**config.mk**
```make
export PLATFORM = sky130hd
export DESIGN_NAME = pll_src_seq
export DESIGN_NICKNAME = d
export VERILOG_FILES = /design/src/rtl/pls_pkg.sv /design/src/rtl/pll_lock_ctr.sv /design/src/rtl/pll_chan.sv /design/src/rtl/src_defer.sv /design/src/rtl/pll_src_seq.sv
export SDC_FILE = /design/constraint.sdc
export NUM_CORES = 1
export LEC_CHECK = 0
export ABC_CLOCK_PERIOD_IN_PS = 2250
export CAP_MARGIN = 30
export CORE_MARGIN = 4
export CORE_UTILIZATION = 57
export DETAILED_ROUTE_END_ITERATION = 10
export DONT_BUFFER_PORTS = 1
export PLACE_DENSITY = 0.75
export SLEW_MARGIN = 20
export SYNTH_ARGS = -nofsm -noshare
export SYNTH_HDL_FRONTEND = slang
export SYNTH_SLANG_ARGS = --single-unit
```
**constraint.sdc**
```tcl
create_clock -name clk_i -period 2.25 [get_ports clk_i]
set_input_delay 0.45 -clock clk_i [delete_from_list [all_inputs] [get_ports clk_i]]
set_output_delay 0.45 -clock clk_i [all_outputs]
set_load 0.02 [all_outputs]
```
**src/rtl/pls_pkg.sv**
```systemverilog
package pls_pkg;
  localparam int CTL_W = 32;
  localparam int EN_BIT = 31;
  localparam int M_LSB = 16;
  localparam int M_W = 10;
  localparam int P_LSB = 8;
  localparam int P_W = 6;
  localparam int S_LSB = 0;
  localparam int S_W = 3;
  localparam int CFG_W = M_W + P_W + S_W;

  localparam logic [CTL_W-1:0] USED_MASK =
      (CTL_W'(1) << EN_BIT) |
      (((CTL_W'(1) << M_W) - 1) << M_LSB) |
      (((CTL_W'(1) << P_W) - 1) << P_LSB) |
      (((CTL_W'(1) << S_W) - 1) << S_LSB);

  typedef enum logic [1:0] {
    USB_OSC      = 2'd0,
    USB_LOW      = 2'd1,
    USB_PLL      = 2'd2,
    USB_PLL_HALF = 2'd3
  } usb_sel_e;
endpackage

```
**src/rtl/pll_lock_ctr.sv**
```systemverilog
module pll_lock_ctr #(
  parameter int CNT_W = 16
) (
  input  logic             clk_i,
  input  logic             rst_ni,
  input  logic             start_i,
  input  logic             stop_i,
  input  logic [CNT_W-1:0] load_i,
  output logic             busy_o,
  output logic             locked_o,
  output logic             done_o
);
  logic [CNT_W-1:0] cnt_q;
  logic             busy_q;
  logic             locked_q;

  // start beats stop beats counting
  always_ff @(posedge clk_i or negedge rst_ni) begin
    if (!rst_ni) begin
      cnt_q    <= '0;
      busy_q   <= 1'b0;
      locked_q <= 1'b0;
    end else if (start_i) begin
      cnt_q    <= load_i;
      busy_q   <= 1'b1;
      locked_q <= 1'b0;
    end else if (stop_i) begin
      cnt_q    <= '0;
      busy_q   <= 1'b0;
      locked_q <= 1'b0;
    end else if (busy_q) begin
      if (cnt_q == '0) begin
        busy_q   <= 1'b0;
        locked_q <= 1'b1;
      end else begin
        cnt_q <= cnt_q - 1'b1;
      end
    end
  end

  assign busy_o   = busy_q;
  assign locked_o = locked_q;
  assign done_o   = busy_q && (cnt_q == '0) && !start_i && !stop_i;

  assert_lock_from_count_R2: assert property (@(posedge clk_i) disable iff (!rst_ni)
    $rose(locked_q) |-> $past(busy_q));
  assert_restart_R7: assert property (@(posedge clk_i) disable iff (!rst_ni)
    start_i |=> (busy_q && !locked_q));
  assert_cancel_R8: assert property (@(posedge clk_i) disable iff (!rst_ni)
    (stop_i && !start_i) |=> (!busy_q && !locked_q));
  assert_excl_R2: assert property (@(posedge clk_i) disable iff (!rst_ni)
    !(busy_q && locked_q));
endmodule

```
**src/rtl/pll_chan.sv**
```systemverilog
module pll_chan
  import pls_pkg::*;
#(
  parameter int              CNT_W    = 16,
  parameter logic [CTL_W-1:0] RST_WORD = 32'h805C_0301
) (
  input  logic             clk_i,
  input  logic             rst_ni,
  input  logic             ctl_we_i,
  input  logic [CTL_W-1:0] ctl_i,
  input  logic             off_we_i,
  input  logic             off_i,
  input  logic [CNT_W-1:0] lock_val_i,
  output logic             pll_en_o,
  output logic [CFG_W-1:0] cfg_o,
  output logic             busy_o,
  output logic             locked_o,
  output logic             hold_o,
  output logic             done_o
);
  localparam logic [CFG_W-1:0] RST_CFG =
      {RST_WORD[M_LSB+:M_W], RST_WORD[P_LSB+:P_W], RST_WORD[S_LSB+:S_W]};

  logic             en_q, off_q, cfgd_q, hold_q;
  logic [CFG_W-1:0] cfg_q;
  logic             en_n, off_n, run_n, run_q;
  logic             start, stop, done;
  logic             unused_bits;

  assign unused_bits = ^(ctl_i & ~USED_MASK);

  assign en_n  = ctl_we_i ? ctl_i[EN_BIT] : en_q;
  assign off_n = off_we_i ? off_i : off_q;
  assign run_n = en_n && !off_n;
  assign run_q = en_q && !off_q;
  // fresh config, or power-up of an already configured PLL
  assign start = run_n && (ctl_we_i || (!run_q && cfgd_q));
  assign stop  = !run_n;

  always_ff @(posedge clk_i or negedge rst_ni) begin
    if (!rst_ni) begin
      en_q   <= RST_WORD[EN_BIT];
      cfg_q  <= RST_CFG;
      off_q  <= 1'b0;
      cfgd_q <= 1'b0;
      hold_q <= 1'b0;
    end else begin
      if (ctl_we_i) begin
        en_q   <= ctl_i[EN_BIT];
        cfg_q  <= {ctl_i[M_LSB+:M_W], ctl_i[P_LSB+:P_W], ctl_i[S_LSB+:S_W]};
        cfgd_q <= 1'b1;
      end
      if (off_we_i) off_q <= off_i;
      if (start)     hold_q <= ctl_we_i;
      else if (done) hold_q <= 1'b0;
    end
  end

  pll_lock_ctr #(.CNT_W(CNT_W)) u_ctr (
    .clk_i    (clk_i),
    .rst_ni   (rst_ni),
    .start_i  (start),
    .stop_i   (stop),
    .load_i   (lock_val_i),
    .busy_o   (busy_o),
    .locked_o (locked_o),
    .done_o   (done)
  );

  assign pll_en_o = run_q;
  assign cfg_o    = cfg_q;
  assign hold_o   = hold_q;
  assign done_o   = done;

  assert_cfg_take_R3: assert property (@(posedge clk_i) disable iff (!rst_ni)
    ctl_we_i |=> (cfg_o[S_W-1:0] == $past(ctl_i[S_LSB+:S_W])));
  assert_en_drop_R8: assert property (@(posedge clk_i) disable iff (!rst_ni)
    (ctl_we_i && !ctl_i[EN_BIT]) |=> (!pll_en_o && !locked_o));
  assert_unconf_idle_R11: assert property (@(posedge clk_i) disable iff (!rst_ni)
    !cfgd_q |-> !busy_o);
endmodule

```
**src/rtl/src_defer.sv**
```systemverilog
module src_defer #(
  parameter int N_GRP = 3
) (
  input  logic             clk_i,
  input  logic             rst_ni,
  input  logic             we_i,
  input  logic [N_GRP-1:0] src_i,
  input  logic             busy_i,
  input  logic             done_i,
  input  logic             locked_i,
  output logic [N_GRP-1:0] sel_o
);
  logic [N_GRP-1:0] act_q, pend_q;
  logic             pend_v_q;

  always_ff @(posedge clk_i or negedge rst_ni) begin
    if (!rst_ni) begin
      act_q    <= '1;
      pend_q   <= '0;
      pend_v_q <= 1'b0;
    end else if (done_i) begin
      if (we_i)          act_q <= src_i;
      else if (pend_v_q) act_q <= pend_q;
      pend_v_q <= 1'b0;
    end else if (we_i && busy_i) begin
      pend_q   <= src_i;
      pend_v_q <= 1'b1;
    end else if (we_i) begin
      act_q <= src_i;
    end
  end

  for (genvar g = 0; g < N_GRP; g++) begin : g_grp
    assign sel_o[g] = act_q[g] && locked_i;
  end

  assert_defer_hold_R6: assert property (@(posedge clk_i) disable iff (!rst_ni)
    (we_i && busy_i && !done_i) |=> $stable(act_q));
  assert_idle_take_R5: assert property (@(posedge clk_i) disable iff (!rst_ni)
    (we_i && !busy_i) |=> (act_q == $past(src_i)));
endmodule

```
**src/rtl/pll_src_seq.sv**
```systemverilog
module pll_src_seq
  import pls_pkg::*;
#(
  parameter int               N_GRP        = 3,
  parameter int               LOCK_W       = 16,
  parameter logic [CTL_W-1:0] SYS_RST_WORD = 32'h805C_0301,
  parameter logic [CTL_W-1:0] USB_RST_WORD = 32'h8038_0202
) (
  input  logic              clk_i,
  input  logic              rst_ni,
  input  logic              sys_ctl_we_i,
  input  logic [31:0]       sys_ctl_i,
  input  logic              usb_ctl_we_i,
  input  logic [31:0]       usb_ctl_i,
  input  logic              lock_we_i,
  input  logic [LOCK_W-1:0] lock_i,
  input  logic              slow_we_i,
  input  logic              usb_off_i,
  input  logic              src_we_i,
  input  logic [N_GRP-1:0]  src_i,
  input  logic              usb_half_i,
  output logic [N_GRP-1:0]  grp_sel_o,
  output logic [1:0]        usb_sel_o,
  output logic [1:0]        pll_en_o,
  output logic              sys_locked_o,
  output logic              usb_locked_o,
  output logic [18:0]       sys_cfg_o,
  output logic [18:0]       usb_cfg_o
);
  localparam int N_CH = 2;
  localparam int SYS = 0;
  localparam int USB = 1;

  logic [LOCK_W-1:0]          lock_q;
  logic [N_CH-1:0]            ch_we, ch_off_we, ch_off;
  logic [N_CH-1:0][CTL_W-1:0] ch_word;
  logic [N_CH-1:0][CFG_W-1:0] ch_cfg;
  logic [N_CH-1:0]            ch_en, ch_busy, ch_locked, ch_hold, ch_done;
  usb_sel_e                   usb_sel;
  logic                       unused_ch;

  always_ff @(posedge clk_i or negedge rst_ni) begin
    if (!rst_ni)        lock_q <= '1;
    else if (lock_we_i) lock_q <= lock_i;
  end

  assign ch_we     = {usb_ctl_we_i, sys_ctl_we_i};
  assign ch_word   = {usb_ctl_i, sys_ctl_i};
  assign ch_off_we = {slow_we_i, 1'b0};
  assign ch_off    = {usb_off_i, 1'b0};

  for (genvar c = 0; c < N_CH; c++) begin : g_ch
    localparam logic [CTL_W-1:0] RW = (c == SYS) ? SYS_RST_WORD : USB_RST_WORD;
    pll_chan #(.CNT_W(LOCK_W), .RST_WORD(RW)) u_chan (
      .clk_i      (clk_i),
      .rst_ni     (rst_ni),
      .ctl_we_i   (ch_we[c]),
      .ctl_i      (ch_word[c]),
      .off_we_i   (ch_off_we[c]),
      .off_i      (ch_off[c]),
      .lock_val_i (lock_q),
      .pll_en_o   (ch_en[c]),
      .cfg_o      (ch_cfg[c]),
      .busy_o     (ch_busy[c]),
      .locked_o   (ch_locked[c]),
      .hold_o     (ch_hold[c]),
      .done_o     (ch_done[c])
    );
  end

  src_defer #(.N_GRP(N_GRP)) u_src (
    .clk_i    (clk_i),
    .rst_ni   (rst_ni),
    .we_i     (src_we_i),
    .src_i    (src_i),
    .busy_i   (ch_busy[SYS]),
    .done_i   (ch_done[SYS]),
    .locked_i (ch_locked[SYS]),
    .sel_o    (grp_sel_o)
  );

  always_comb begin
    if (ch_locked[USB])                     usb_sel = usb_half_i ? USB_PLL_HALF : USB_PLL;
    else if (ch_busy[USB] && ch_hold[USB])  usb_sel = USB_LOW;
    else                                    usb_sel = USB_OSC;
  end

  assign unused_ch    = ch_hold[SYS] ^ ch_done[USB];
  assign usb_sel_o    = usb_sel;
  assign pll_en_o     = ch_en;
  assign sys_locked_o = ch_locked[SYS];
  assign usb_locked_o = ch_locked[USB];
  assign sys_cfg_o    = ch_cfg[SYS];
  assign usb_cfg_o    = ch_cfg[USB];

  assert_usb_hold_R9: assert property (@(posedge clk_i) disable iff (!rst_ni)
    (usb_ctl_we_i && usb_ctl_i[EN_BIT] && pll_en_o[USB] && !(slow_we_i && usb_off_i))
      |=> (usb_sel_o == USB_LOW));
  assert_usb_off_R10: assert property (@(posedge clk_i) disable iff (!rst_ni)
    (slow_we_i && usb_off_i) |=> (usb_sel_o == USB_OSC && !pll_en_o[USB] && !usb_locked_o));
  assert_sys_relock_R7: assert property (@(posedge clk_i) disable iff (!rst_ni)
    sys_ctl_we_i |=> (grp_sel_o == '0));
endmodule

```
### Yosys cells after proc, flatten, opt, wreduce, memory -nomap -nowiden

Index checks and enable logic that the tools add are counted.

* register bits after elaboration: 103
* input bits: 92

* $add $sub $neg: 2
* eq/ne operators: 7
* mux-type cells: 39
* bitwise gates (word level): 1
* reduce and logical (&&, ||, !) cells: 37

Operator list (count)
* $mux 16: 8
* $logic_not 16->1: 2
* $sub 16x1->16 const B: 2
* $mux 1: 25
* $ne 3x3->1 const B: 6
* $logic_and 1x1->1: 17
* $mux 3: 5
* $reduce_and 2->1: 5
* $reduce_bool 2->1: 4
* $logic_not 1->1: 6
* $reduce_and 3->1: 1
* $logic_or 1x1->1: 2
* $mux 2: 1
* $ne 2x2->1 const B: 1
* $not 1->1: 1

### Longest topological paths before layout

Gate-level depths: netlist (run 1).

* word-level depth: 11
* mapped depth: 8

### By module

A second synthesis (run 1) with hierarchy kept.

* cells, all modules: 459
* area, all modules: 5366.4 µm²

Modules (own cells, without submodules)
* pll_lock_ctr: instances 2, cells an instance 138, area each 1164.9 µm²
* pll_chan (g_ch[0].u_chan): instances 1, cells an instance 59, area each 996.0 µm²
* pll_chan (g_ch[1].u_chan): instances 1, cells an instance 59, area each 993.5 µm²
* pll_src_seq: instances 1, cells an instance 39, area each 693.2 µm²
* src_defer: instances 1, cells an instance 26, area each 354.1 µm²

### Least setup slack after synthesis (run 1)

Ideal clock, no wire load.

* path type: register -> register
* start: register g_ch[0].u_chan.u_ctr.cnt_q[4]
* end: register u_src.act_q[0]
* data arrival time: 2.211 ns
* required time: 2.168 ns
* slack: -0.043 ns
* cell stages (with the launch flop): 6
* cell sequence: dfrtp_1 nor4_2 nand4_1 nor4_1 mux2_2 mux2_2

* word-level cells in the longest chain between the ends: 6
* elaborated cells between the ends (all ways): 8
* classes of those cells: 1 x eq/ne; 1 x mux; 6 x reduce/logical

RTL lines
* start, declared: line pll_lock_ctr.sv:13 `logic [CNT_W-1:0] cnt_q;`
* start signal, assigned: line pll_lock_ctr.sv:24 `cnt_q <= load_i;`
* start signal, assigned: line pll_lock_ctr.sv:36 `cnt_q <= cnt_q - 1'b1;`
* $logic_not 16->1 *: line pll_lock_ctr.sv:43 `assign done_o = busy_q && (cnt_q == '0) && !start_i && !stop_i;`
* $logic_and 1x1->1 * (3 in series): line pll_lock_ctr.sv:43
* $ne 2x2->1 (no source line) / $reduce_bool 2->1 (equally long branches)
* $reduce_and 3->1 (no source line)
* end signal, assigned: line src_defer.sv:22 `if (we_i) act_q <= src_i;`
* end signal, assigned: line src_defer.sv:23 `else if (pend_v_q) act_q <= pend_q;`
* end signal, assigned: line src_defer.sv:29 `act_q <= src_i;`
* end, declared: line src_defer.sv:13 `logic [N_GRP-1:0] act_q, pend_q;`

Mark *: on every way between the ends. The rest lies on a longest branch, timed or not.
A chain may end at the register's enable or synchronous reset.

### Worst setup path after layout (run 1)

* start: register g_ch[1].u_chan.u_ctr.cnt_q[9]
* end: register g_ch[1].u_chan.u_ctr.cnt_q[9]

* word-level cells in the longest chain between the ends: 5
* elaborated cells between the ends (all ways): 8
* classes of those cells: 1 x add/sub; 1 x eq/ne; 4 x mux; 2 x reduce/logical

RTL lines
* start, declared: line pll_lock_ctr.sv:13
* start signal, assigned: line pll_lock_ctr.sv:24
* start signal, assigned: line pll_lock_ctr.sv:36
* $sub 16x1->16: line pll_lock_ctr.sv:36
* $mux 16: line pll_lock_ctr.sv:32 `if (cnt_q == '0) begin`
* $mux 16: line pll_lock_ctr.sv:31 `end else if (busy_q) begin`
* $mux 16: line pll_lock_ctr.sv:27 `end else if (stop_i) begin`
* $mux 16: line pll_lock_ctr.sv:23 `end else if (start_i) begin`

Several ways; a longest one is shown, not always the timed one. The select of a mux whose other input is x is not followed.

==> impl_metrics.ini, run 1 <==
[status]
status = finished, violations left
violations = hold timing

[floorplan]
rows = 33
initial_core_util_pct = 58.6
coreArea_um2 = 8220
dieWidth_um = 99.9
io_pins = 139
fp.dieArea_um2 = 9990
die_h_um = 99.9

[layout]
drive_gt1_share_pct = 34.3
layout.cells.non_filler = 560
synthToLayoutAreaGrowth_pct = 10.4
design_area_um2 = 5320
antenna_cells = 0
num-fill-cells = 631
fin_nets = 545
final_util_pct = 64.7

[worst_setup_path]
crit_arrival_ns = 2.46
slowest_stage = or4_4
cp.required_ns = 2.50
worst_path_most_repeated_cell = or4_4
endpoint_kind = register
cp_max_fo = 7
crit_chain = or4_4 -> or4_4 -> o21ai_4 -> nor4_1 -> a211o_1
max_stage_delay_ns = 0.57
startpoint_type = register
crit_type = reg2reg

[clocking]
cts-root-buf = clkbuf_8
clk_path_buf_depth = 2
cts_tree = done
numClockSinks = 102
clock_latency_ns = 0.36
cts_made_buffers = 9
clk_pin_slew_ns = 0.11
h-tree-depth = 3

[sta]
rsz0062_at_grt = yes
drv_slew = 0
fmax_mhz = 452
finalHoldViolations = 102
fin_worst_skew_ns = 0.0118
setup_tns_ns = 0
worstMarginPinSlew_ns = 0.631
post-route-period-util_pct = 98.2
max_slew_margin_pct = 57.4
whs_ns = -0.224
period_minus_slack_ns = 2.21
finalSetupViolCount = 0

[grt]
antenna_found_initial = 0
grt_pass1_vias = 3573
grt_usage_pct = 22.6
grt.overflow.total = 0
grt_max_degree = 103
grt_pass1_wl_um = 17900

[pwr]
p_int_w = 0.00301
switching_power_w = 0.00142
p_per_area_nw_per_um2 = 832
seqPwrFrac_pct = 53.1
swShare_pct = 32.1
comb_power_share_pct = 20.9
vdd_ir_drop_max_mv = 0.505
clock_power_share_pct = 26.0
p_leak_nw = 2.22

[routing]
num_vias = 3472
wl_met1_um = 4400
first_pass_iters = 4
wirelength_um = 10800
routed_via_density = 6.20
postRouteAntennaNets = 0
wl_per_cell_um = 19.2
dr_wl_met3_um = 1060
wl_met2_um = 5210
drc = 0
drtIter0Drc = 193
top_layer_used = met4

[logic_synthesis]
syn_area_per_cell_um2 = 11.2
ys_ff_latch = 102
syn_nets = 524
synthTopCellsByArea = dfrtp_1 36%, dfstp_2 18%, mux2_2 15%
ys.flop_type = dfrtp_1
synth_top_area_share_pct = 35.8
synthesis.area_um2 = 4820
synthTopCellsByCount = 69 x dfrtp_1, 64 x mux2_2, 47 x nand2_1, 35 x a21oi_1, 33 x dfstp_2
synth_cell_type_count = 53
seq_area_frac_synth_pct = 53.8
synth.most_common_cell = dfrtp_1
syn_inst = 429
synth_warnings = 0
synth_edf_count = 0
synthArstFlopShare_pct = 100
netlist.top_cell.by_area = dfrtp_1

[place]
dp_cells = 542
routabilityCongestion = 0.916
io_buffers = 0
dpl-instance-area_um2 = 5080
dp_hpwl_um = 7590

[run]
maxCapViolCount = 0

[hold_path]
hp-class = in2async
## cells in the final DEF, fill, tap and decap left out, types with 3 or more instances in the layout
| cell type | netlist | routed |
|---|---|---|
| a211oi_1 | 3 | 3 |
| a21o_1 | 3 | 3 |
| a21oi_1 | 35 | 35 |
| a22o_1 | 3 | 3 |
| a31oi_1 | 4 | 4 |
| a41o_1 | 3 | 3 |
| a41oi_1 | 3 | 3 |
| and2_1 | 4 | 4 |
| buf_4 | 3 | 32 |
| clkbuf_8 | 0 | 10 |
| dfrtp_1 | 69 | 69 |
| dfstp_2 | 33 | 33 |
| ha_1 | 3 | 3 |
| inv_1 | 7 | 7 |
| inv_8 | 0 | 3 |
| mux2_2 | 64 | 64 |
| nand2_1 | 47 | 47 |
| nand2b_1 | 4 | 4 |
| nand3_1 | 9 | 9 |
| nand4_1 | 3 | 3 |
| nand4b_1 | 3 | 3 |
| nor2_1 | 22 | 22 |
| nor2b_1 | 3 | 3 |
| nor3_1 | 8 | 8 |
| nor4_1 | 6 | 4 |
| o211ai_1 | 4 | 4 |
| o21ai_0 | 21 | 20 |
| o31ai_1 | 4 | 4 |
| or4_1 | 5 | 3 |
| or4_4 | 1 | 3 |
| xnor2_1 | 4 | 4 |
| xor2_1 | 4 | 4 |
## power by group through the flow
stage	combinational, W	clock (W)	sequential (W)
final	0.000925	0.00115	0.00235
after global routing	0.00102	0.00127	0.00238
after CTS	0.000902	0.00119	0.00235
after detailed placement	0.000892	0	0.00237
after global placement	0.000859	0	0.00237
after floorplan	0.000665	0	0.00232
## area by class of cell
type | count | area (um^2) | share of cell area, %
flip-flops and latches | 102 | 2590 | 48.8
multi-input cells | 298 | 2130 | 40.0
well taps | 105 | 131 | 2.47
clock buffers | 10 | 138 | 2.59
inverters | 7 | 26.3 | 0.494
clock inverters | 6 | 60.1 | 1.13
repair buffers | 32 | 240 | 4.52
## critical path, delay by kind of cell (launching register included)
kind / cells / cell delay, ns
compound gates: 2 / 0.50
flops: 1 / 0.39
simple gates: 3 / 1.22
## metrics by stage
stage	setup slack, ns	power, W
after floorplan	0.00195	0.00299
after global placement	0.0359	0.00323
after detailed placement	0.0000917	0.00326
after CTS	0.00865	0.00444
after global routing	-0.00941	0.00467
final	0.0395	0.00443
## per-layer routing
metal | vias up | GRT usage [%]
li1 | 1612 | -
met1 | 1689 | 29.9
met2 | 159 | 36.4
met3 | 12 | 7.78
met4 | 0 | 5.04
met5 | - | 0
## logic make-up (layout without fill, tap and decap cells)
logic type      after synthesis  after routing  share of synthesized area, %
simple gates                123            123                          12.6
flops                       102            102                          53.8
compound gates               98             98                          13.3
mux                          66             66                          15.4
buf+inv                      29             55                          2.68
xor+xnor                      8              8                          1.45
fa+ha+maj                     3              3                         0.779
## path summary, 6_finish.rpt
kind / cells after the start / startpoint / endpoint / slack (ns)
setup / recovery: 5 / g_ch[1].u_chan.u_ctr.cnt_q[9] / g_ch[1].u_chan.u_ctr.cnt_q[9] / 0.04
hold / removal: 0 / rst_ni / g_ch[1].u_chan.u_ctr.busy_o / -0.22
setup reg to reg: 5 / g_ch[1].u_chan.u_ctr.cnt_q[9] / g_ch[1].u_chan.u_ctr.cnt_q[9] / 0.04
hold reg to reg: 1 / g_ch[1].u_chan.cfgd_q / g_ch[1].u_chan.cfgd_q / 0.51
max in group asynchronous: 0 / rst_ni / g_ch[0].u_chan.cfg_o[3] / 2.24
min in group clk_i: 2 / sys_ctl_i[31] / g_ch[0].u_chan.en_q / 0.19
## flip-flops by register name, indices dropped and copies added (netlist names), 2 cells and up
register / flops
g_ch.u_chan.cfg_o: 38
g_ch.u_chan.u_ctr.cnt_q: 32
lock_q: 16
u_src.act_q: 3
u_src.pend_q: 3
g_ch.u_chan.en_q: 2
g_ch.u_chan.u_ctr.busy_o: 2
g_ch.u_chan.u_ctr.locked_o: 2
## timing repair
item	4_1_cts	5_1_grt
endpoints found under the setup margin	1	11
hold endpoints to repair	102	102
resized for setup	0	6
buffers inserted	1	1
pin swaps	2	2
(Power assumes the default switching activity.)
==> inputs of run 2 (changes only) <==
Settings changed: SLEW_MARGIN 20 to default.
==> results of run 2 <==
Same layout as run 1: the final DEF is identical, and so are final timing and power.
